## src/rtl/fxh_pkg.sv

```systemverilog
// Shared constants for the coprocessor host register window.
// Assumes a byte-addressed window with the status pair, program counter
// high byte and cache base at fixed offsets that the core also decodes.
package fxh_pkg;

    localparam int OFS_PC_HI    = 'h01F;
    localparam int OFS_STAT_LO  = 'h030;
    localparam int OFS_STAT_HI  = 'h031;
    localparam int OFS_MASK_A   = 'h034;
    localparam int OFS_MASK_B   = 'h036;
    localparam int OFS_SCRN     = 'h038;
    localparam int OFS_VERSION  = 'h03B;
    localparam int OFS_CBASE_LO = 'h03E;
    localparam int OFS_CBASE_HI = 'h03F;

    localparam int RUN_BIT  = 5;
    localparam int IRQ_BIT  = 7;

    localparam int DEF_ADDR_W      = 10;
    localparam int DEF_REG_DEPTH   = 64;
    localparam int DEF_CACHE_BASE  = 'h100;
    localparam int DEF_CACHE_BYTES = 512;
    localparam int DEF_LINE_BYTES  = 16;

    // Bits of a host byte that a register keeps when written.
    function automatic logic [7:0] keep_mask(input int ofs);
        if (ofs == OFS_MASK_A || ofs == OFS_MASK_B) return 8'h7F;
        else if (ofs == OFS_VERSION)                return 8'h00;
        else                                        return 8'hFF;
    endfunction

endpackage

```

## src/rtl/fxh_reg_bytes.sv

```systemverilog
// Plain byte register file of the window.
// Holds DEPTH bytes from offset 0. Applies the per-offset keep mask, clears
// the cache base bytes on a flush and reads 0 beyond its depth.
// Assumes the parent keeps status-pair writes away from it.
module fxh_reg_bytes
    import fxh_pkg::*;
#(
    parameter int ADDR_W = DEF_ADDR_W,
    parameter int DEPTH  = DEF_REG_DEPTH
) (
    input  logic              clk,
    input  logic              rst_n,
    input  logic              wr_en,
    input  logic [ADDR_W-1:0] wr_addr,
    input  logic [7:0]        wr_data,
    input  logic              flush,
    input  logic [ADDR_W-1:0] rd_addr,
    output logic [7:0]        rd_byte
);
    localparam int IDX_W = $clog2(DEPTH);

    logic [7:0] mem [DEPTH];
    logic       wr_hit;
    logic [7:0] wmask;

    // Decode whether the write lands inside the file and which bits it keeps.
    always_comb begin
        wr_hit = wr_en && (32'(wr_addr) < DEPTH);
        wmask  = keep_mask(32'(wr_addr));
    end

    // Byte storage with reset, flush of the cache base and masked writes.
    always_ff @(posedge clk) begin
        if (!rst_n) begin
            for (int i = 0; i < DEPTH; i++) mem[i] <= 8'h00;
        end else begin
            if (flush) begin
                mem[IDX_W'(OFS_CBASE_LO)] <= 8'h00;
                mem[IDX_W'(OFS_CBASE_HI)] <= 8'h00;
            end
            if (wr_hit && wmask != 8'h00)
                mem[wr_addr[IDX_W-1:0]] <= wr_data & wmask;
        end
    end

    // Read selection: stored byte inside the file, zero outside it.
    always_comb begin
        if (32'(rd_addr) < DEPTH) rd_byte = mem[rd_addr[IDX_W-1:0]];
        else                      rd_byte = 8'h00;
    end

endmodule

```

## src/rtl/fxh_status_ctl.sv

```systemverilog
// Status byte pair with run and interrupt control.
// Runs the start, flush, interrupt set and interrupt clear side effects.
// Priority, lowest first: read clear, core done, host write.
// core_done is dropped when the host writes the status pair or the PC high
// byte. Assumes at most one host write per cycle.
module fxh_status_ctl
    import fxh_pkg::*;
#(
    parameter int ADDR_W = DEF_ADDR_W
) (
    input  logic              clk,
    input  logic              rst_n,
    input  logic              wr_en,
    input  logic [ADDR_W-1:0] addr,
    input  logic [7:0]        wr_data,
    input  logic              rd_en,
    input  logic              core_done,
    output logic [7:0]        stat_lo,
    output logic [7:0]        stat_hi,
    output logic              start,
    output logic              flush_now
);
    logic       hit_lo, hit_hi, hit_pc, rd_hi, run_old;
    logic [7:0] lo_nx, hi_nx;
    logic       start_nx;

    // Address decode of the accesses that carry side effects.
    always_comb begin
        hit_lo  = wr_en && (32'(addr) == OFS_STAT_LO);
        hit_hi  = wr_en && (32'(addr) == OFS_STAT_HI);
        hit_pc  = wr_en && (32'(addr) == OFS_PC_HI);
        rd_hi   = rd_en && (32'(addr) == OFS_STAT_HI);
        run_old = stat_lo[RUN_BIT];
    end

    // Next state of the status pair, with later lines taking priority.
    always_comb begin
        lo_nx     = stat_lo;
        hi_nx     = stat_hi;
        start_nx  = 1'b0;
        flush_now = 1'b0;
        if (rd_hi) hi_nx[IRQ_BIT] = 1'b0;
        if (core_done && !hit_lo && !hit_hi && !hit_pc) begin
            lo_nx[RUN_BIT] = 1'b0;
            hi_nx[IRQ_BIT] = 1'b1;
        end
        if (hit_lo) begin
            lo_nx = wr_data;
            if (wr_data[RUN_BIT] && !run_old) start_nx  = 1'b1;
            if (!wr_data[RUN_BIT] && run_old) flush_now = 1'b1;
        end
        if (hit_hi) hi_nx = wr_data;
        if (hit_pc) begin
            lo_nx[RUN_BIT] = 1'b1;
            start_nx       = 1'b1;
        end
    end

    // Status registers and the registered start pulse.
    always_ff @(posedge clk) begin
        if (!rst_n) begin
            stat_lo <= 8'h00;
            stat_hi <= 8'h00;
            start   <= 1'b0;
        end else begin
            stat_lo <= lo_nx;
            stat_hi <= hi_nx;
            start   <= start_nx;
        end
    end

endmodule

```

## src/rtl/fxh_line_flags.sv

```systemverilog
// Valid flags for the lines of the instruction cache.
// A host write to the last byte of a line inside the cache window marks
// that line. The line number is taken straight from the address bits above
// the line offset, so it wraps modulo the line count. A flush clears all.
module fxh_line_flags
    import fxh_pkg::*;
#(
    parameter int ADDR_W      = DEF_ADDR_W,
    parameter int CACHE_BASE  = DEF_CACHE_BASE,
    parameter int CACHE_BYTES = DEF_CACHE_BYTES,
    parameter int LINE_BYTES  = DEF_LINE_BYTES,
    localparam int LINES      = CACHE_BYTES / LINE_BYTES
) (
    input  logic              clk,
    input  logic              rst_n,
    input  logic              wr_en,
    input  logic [ADDR_W-1:0] wr_addr,
    input  logic              flush,
    output logic [LINES-1:0]  valid
);
    localparam int OFF_W = $clog2(LINE_BYTES);
    localparam int IDX_W = $clog2(LINES);

    logic             in_win, mark;
    logic [IDX_W-1:0] idx;

    // Window check and line index of the current write.
    always_comb begin
        in_win = (32'(wr_addr) >= CACHE_BASE) &&
                 (32'(wr_addr) <  CACHE_BASE + CACHE_BYTES);
        mark   = wr_en && in_win && (&wr_addr[OFF_W-1:0]);
        idx    = wr_addr[OFF_W+IDX_W-1:OFF_W];
    end

    for (genvar g = 0; g < LINES; g++) begin : g_line
        // One flag per line: set on its last-byte write, cleared on flush.
        always_ff @(posedge clk) begin
            if (!rst_n)                             valid[g] <= 1'b0;
            else if (flush)                         valid[g] <= 1'b0;
            else if (mark && idx == IDX_W'(g))      valid[g] <= 1'b1;
        end
    end

endmodule

```

## src/rtl/fx_host_window.sv

```systemverilog
// Top of the coprocessor host register window.
// Routes the host port to the byte file, the status pair and the line
// flags. Holds the screen dirty mark and the registered read data, and
// derives the host interrupt line. Assumes one host access address per
// cycle shared by read and write.
module fx_host_window
    import fxh_pkg::*;
#(
    parameter int ADDR_W      = DEF_ADDR_W,
    parameter int REG_DEPTH   = DEF_REG_DEPTH,
    parameter int CACHE_BASE  = DEF_CACHE_BASE,
    parameter int CACHE_BYTES = DEF_CACHE_BYTES,
    parameter int LINE_BYTES  = DEF_LINE_BYTES,
    localparam int LINES      = CACHE_BYTES / LINE_BYTES
) (
    input  logic              clk,
    input  logic              rst_n,
    input  logic [ADDR_W-1:0] host_addr,
    input  logic [7:0]        host_wdata,
    input  logic              host_wr,
    input  logic              host_rd,
    output logic [7:0]        host_rdata,
    input  logic              core_done,
    input  logic              scr_dirty_clr,
    output logic              go,
    output logic              start,
    output logic              ext_irq,
    output logic              scr_dirty,
    output logic [LINES-1:0]  line_valid
);
    logic       is_stat_lo, is_stat_hi, file_wr, flush_now;
    logic [7:0] stat_lo, stat_hi, file_byte, rd_sel;

    // Split status-pair accesses from the plain byte file.
    always_comb begin
        is_stat_lo = (32'(host_addr) == OFS_STAT_LO);
        is_stat_hi = (32'(host_addr) == OFS_STAT_HI);
        file_wr    = host_wr && !is_stat_lo && !is_stat_hi;
    end

    fxh_reg_bytes #(.ADDR_W(ADDR_W), .DEPTH(REG_DEPTH)) u_bytes (
        .clk     (clk),
        .rst_n   (rst_n),
        .wr_en   (file_wr),
        .wr_addr (host_addr),
        .wr_data (host_wdata),
        .flush   (flush_now),
        .rd_addr (host_addr),
        .rd_byte (file_byte)
    );

    fxh_status_ctl #(.ADDR_W(ADDR_W)) u_stat (
        .clk       (clk),
        .rst_n     (rst_n),
        .wr_en     (host_wr),
        .addr      (host_addr),
        .wr_data   (host_wdata),
        .rd_en     (host_rd),
        .core_done (core_done),
        .stat_lo   (stat_lo),
        .stat_hi   (stat_hi),
        .start     (start),
        .flush_now (flush_now)
    );

    fxh_line_flags #(
        .ADDR_W      (ADDR_W),
        .CACHE_BASE  (CACHE_BASE),
        .CACHE_BYTES (CACHE_BYTES),
        .LINE_BYTES  (LINE_BYTES)
    ) u_lines (
        .clk     (clk),
        .rst_n   (rst_n),
        .wr_en   (host_wr),
        .wr_addr (host_addr),
        .flush   (flush_now),
        .valid   (line_valid)
    );

    // Read source selection between the status pair and the file.
    always_comb begin
        if (is_stat_lo)      rd_sel = stat_lo;
        else if (is_stat_hi) rd_sel = stat_hi;
        else                 rd_sel = file_byte;
    end

    // Registered read data, captured with the value before any side effect.
    always_ff @(posedge clk) begin
        if (!rst_n)       host_rdata <= 8'h00;
        else if (host_rd) host_rdata <= rd_sel;
    end

    // Screen dirty mark: set by a screen base write, cleared by the core.
    always_ff @(posedge clk) begin
        if (!rst_n)                                       scr_dirty <= 1'b0;
        else if (host_wr && 32'(host_addr) == OFS_SCRN)   scr_dirty <= 1'b1;
        else if (scr_dirty_clr)                           scr_dirty <= 1'b0;
    end

    // Run flag out and host interrupt from the stored status bits.
    always_comb begin
        go      = stat_lo[RUN_BIT];
        ext_irq = stat_hi[IRQ_BIT] && !stat_lo[RUN_BIT];
    end

endmodule

```

## config.mk

```make
export PLATFORM = sky130hd
export DESIGN_NAME = fx_host_window
export DESIGN_NICKNAME = d
export VERILOG_FILES = /design/src/rtl/fxh_pkg.sv /design/src/rtl/fxh_reg_bytes.sv /design/src/rtl/fxh_status_ctl.sv /design/src/rtl/fxh_line_flags.sv /design/src/rtl/fx_host_window.sv
export SDC_FILE = /design/constraint.sdc
export NUM_CORES = 1
export LEC_CHECK = 0
export ABC_AREA = 1
export BUFFER_PORTS_ARGS = -buffer_cell sky130_fd_sc_hd__buf_2
export CELL_PAD_IN_SITES_DETAIL_PLACEMENT = 0
export CELL_PAD_IN_SITES_GLOBAL_PLACEMENT = 2
export CORE_MARGIN = 8
export CORE_UTILIZATION = 40
export DETAILED_ROUTE_END_ITERATION = 10
export PLACE_DENSITY = 0.83
export SLEW_MARGIN = 30
export SYNTH_ARGS = -nofsm -noshare
export SYNTH_HDL_FRONTEND = slang
export SYNTH_HIERARCHICAL = 1
export SYNTH_SLANG_ARGS = --single-unit
export TNS_END_PERCENT = 100
```

## constraint.sdc

```tcl
create_clock -name clk -period 3.2 [get_ports clk]
set_input_delay 0.16 -clock clk [delete_from_list [all_inputs] [get_ports clk]]
set_output_delay 0.16 -clock clk [all_outputs]
set_load 0.05 [all_outputs]
```

==> impl_results.md <==
* Status: finished, final reports clean
* Resized cells post-CTS at 0
* WP data required at 3490 ps
* Critical path cell sequence: dlygate4sd3_1 -> buf_2 -> inv_1 -> a31oi_1 -> nand4_2 -> inv_2 -> nand2_4 -> nor3_2 -> buf_4 -> nand2_1 -> nand2_1
* FFs w/ async S/R, synth at 0%
* Full die area at 74,700 sq um
* Detailed Place HPWL at 48,900 um
* DR vias/cell at ~5.2
* Dominant synthesized flop cell: edfxtp_1
* Maximum clock path buffer count at 3
* Pin count of the biggest net entering global routing at 121
* Crit Path Category: in2reg
* Die Ht at about 270 um
* Sequential area share after synthesis at between 60% and 70%
* # nets final at roughly 2,900
* Syn Inst Count at between 2,000 and 3,000
* Rel. slew slack at about 42%
* Type of origin of the critical path: input port
* Initial Utilization at between 40% and 50%
* Crit path launch: host_wr
* Number of cell rows at 94
* First-pass GRT wire length at about 120,000 um
* Clock skew at a little over 30 ps
* DR WL met3 at 4300 um
* CP arrival at around 2800 ps
* TritonCTS clock tree: yes
* Worst min path class: in2reg
* Max Used Layer: met5
* Setup violations, final at 0
* Metal2 WL at 38,700 um
* Clock latency at the later pin of the worst-skew pair at 640 ps
* Power Dens Cells at about 570 nW/um^2
* Share of layout cells above drive strength 1 at between 10% and 20%
* Root Driver: clkbuf_16
* Setup TNS at 0 ps
* Tot Pwr at 17.2 mW
* Worst vdd ir at between 400 and 500 uV
* Core ar. at approximately 66,000 sq um
* N_diodes at 0
* Fin. max-slew vios at 0
* Number of synthesized flops with an enable pin at just over 500
* Total CTS buffers at 61
* Post-Route WL at 79,200 um
* Vias in the first global route at slightly below 20,000
* Fin crit share at 79.2%
* CP max-delay cell: dlygate4sd3_1
* R2r startpoint: u_bytes/mem[5][3]$_SDFFCE_PN0P_
* # IOs at 68
* WL per Instance at around 21 um
* Syn Area/Cell at slightly above 9 sq um
* Worst path max stage delay at ~530 ps
* Final min period at about 2500 ps
* #FFs+latches synth at 570
* Vias post-DR at roughly 20,000
* Worst Max-Slew Pin Slew at approximately 860 ps
* Clk pin slew, worst setup/hold paths at roughly 60 ps
* Family with the most delay on the worst path: buffers and inverters
* Yosys top cell by area: edfxtp_1
* Port bufs at 67
* HP Start: host_addr[9]
* Hold Vio Cnt, Final at 0
* Count leader, synth: nand2_1
* Number of max-cap violations at 0
* Ys Warns at 6
* RSZ-0062 raised after global routing: no
* GP Congestion at slightly above 0.8
* Critical Path Sink Type: flip-flop
* Die width at between 200 and 300 um
* Fin util at approximately 46%
* Initial antenna violation count at 1
* H-tree Lvls at 2
* DRT iter0 DRCs at roughly 1,700
* Worst Path Max Fanout at 9
* Netlist cell types at 42
* Most frequent CP cell: nand2_1
* Mapped cell area at about 26,000 sq um
* CTS Sinks at 570
* Antenna Violating Nets Remaining at 0
* Top cell type's share of synthesized area at around three fifths
* Lkg Pwr at 12.0 nW
* Metal1 wirelength at 34,500 um
* First drt pass iteration count at 6
* CP Buf/Inv Count at 5
* GRT Total Usage at roughly 21%
* Main area contributors after synthesis: edfxtp_1 58%, nand2_1 11%, nand3_1 8.8%
* Overflow after GRT at 0
* Fmax at 0.395 GHz
* DR DRC count at 0
* Area delta synth->final at 13.7%
* Top cells by count, synth: 805 x nand2_1, 603 x nor2_1, 512 x edfxtp_1, 467 x nand3_1, 136 x clkbuf_1
-- where the power goes --
| part | switching [mW] | leakage (nW) | total (mW) | internal (mW) |
|---|---|---|---|---|
| combinational | 1.08 | 5.66 | 1.43 | 0.351 |
| sequential | 0.103 | 5.33 | 8.53 | 8.43 |
| clock | 2.99 | 1.01 | 7.27 | 4.28 |
-- routing by layer --
layer | up-vias | global-route usage, %
li1 | 9594 | -
met1 | 9687 | 27.7
met2 | 597 | 35.7
met3 | 105 | 2.68
met4 | 2 | 4.95
met5 | - | 0
-- cells in the final DEF, fill, tap and decap left out, drive strengths merged, types with 13 or more instances in the layout --
cell / count
a21oi: 37
buf: 129
clkbuf: 73
clkinv: 28
dfxtp: 58
dlygate4sd3: 17
edfxtp: 512
inv: 66
nand2: 826
nand3: 473
nor2: 645
nor3: 13
o21ai: 22
-- per-stage QoR --
stage,instances,setup WS [ps],hold slack (ps),cell area [sq um]
3_3_place_gp,3678,367,433,27900
3_5_place_dp,3678,298,434,27900
6_report,3810,665,17.9,30100
5_1_grt,3810,549,34.4,30100
2_1_floorplan,2864,939,271,26500
4_1_cts,3810,697,4.62,30100
-- logic make-up (layout without fill, tap and decap cells) --
| kind of cell | Yosys count | in the layout | share of synthesized area, % |
|---|---|---|---|
| DFF | 570 | 570 | 62.5 |
| buffers and inverters | 245 | 327 | 3.86 |
| AOI/OAI and AO/OA | 69 | 69 | 1.54 |
| and+or+nand+nor | 1970 | 1970 | 32.1 |
| other | 1 | 10 | 0.0142 |
-- path summary, 6_finish.rpt --
check                                endpoint  slack, ps  depth (start not counted)
min reg2reg    u_stat/stat_hi[6]$_SDFFE_PN0P_        450                          2
min            u_lines/valid[31]$_SDFFE_PP0P_         20                          4
max          u_bytes/mem[12][6]$_SDFFCE_PN0P_        670                         11
max reg2reg        host_rdata[3]$_SDFFE_PN0P_       1340                         11
-- state kept, by name, summed over array words and instances (netlist names) --
signal          count
u_bytes/mem       512
u_stat/stat_lo      8
scr_dirty           1
u_lines/valid      32
host_rdata          8
u_stat/stat_hi      8
u_stat/start        1
-- timing repair --
action | 4_1_cts | 5_1_grt
hold endpoints to repair | 27 | 0
buffers inserted | 0 | 0
hold buffers | 17 | 0
-- tightest hold or removal path: cells and delay by family --
kind,cells,cell delay (ps)
AOI/OAI and AO/OA,1,60
and+or+nand+nor,2,170
buffers and inverters,1,200
-- area by class of cell --
class                   count  area, sq um
clock buffers              72         1590
clock inverters            43          473
fillers                  6331        35500
inverters                  65          258
multi-input cells        2049         8980
flip-flops and latches    570        16500
well taps                 864         1080
repair buffers            147         1190
Note: power is estimated with default switching activity, not from simulation.
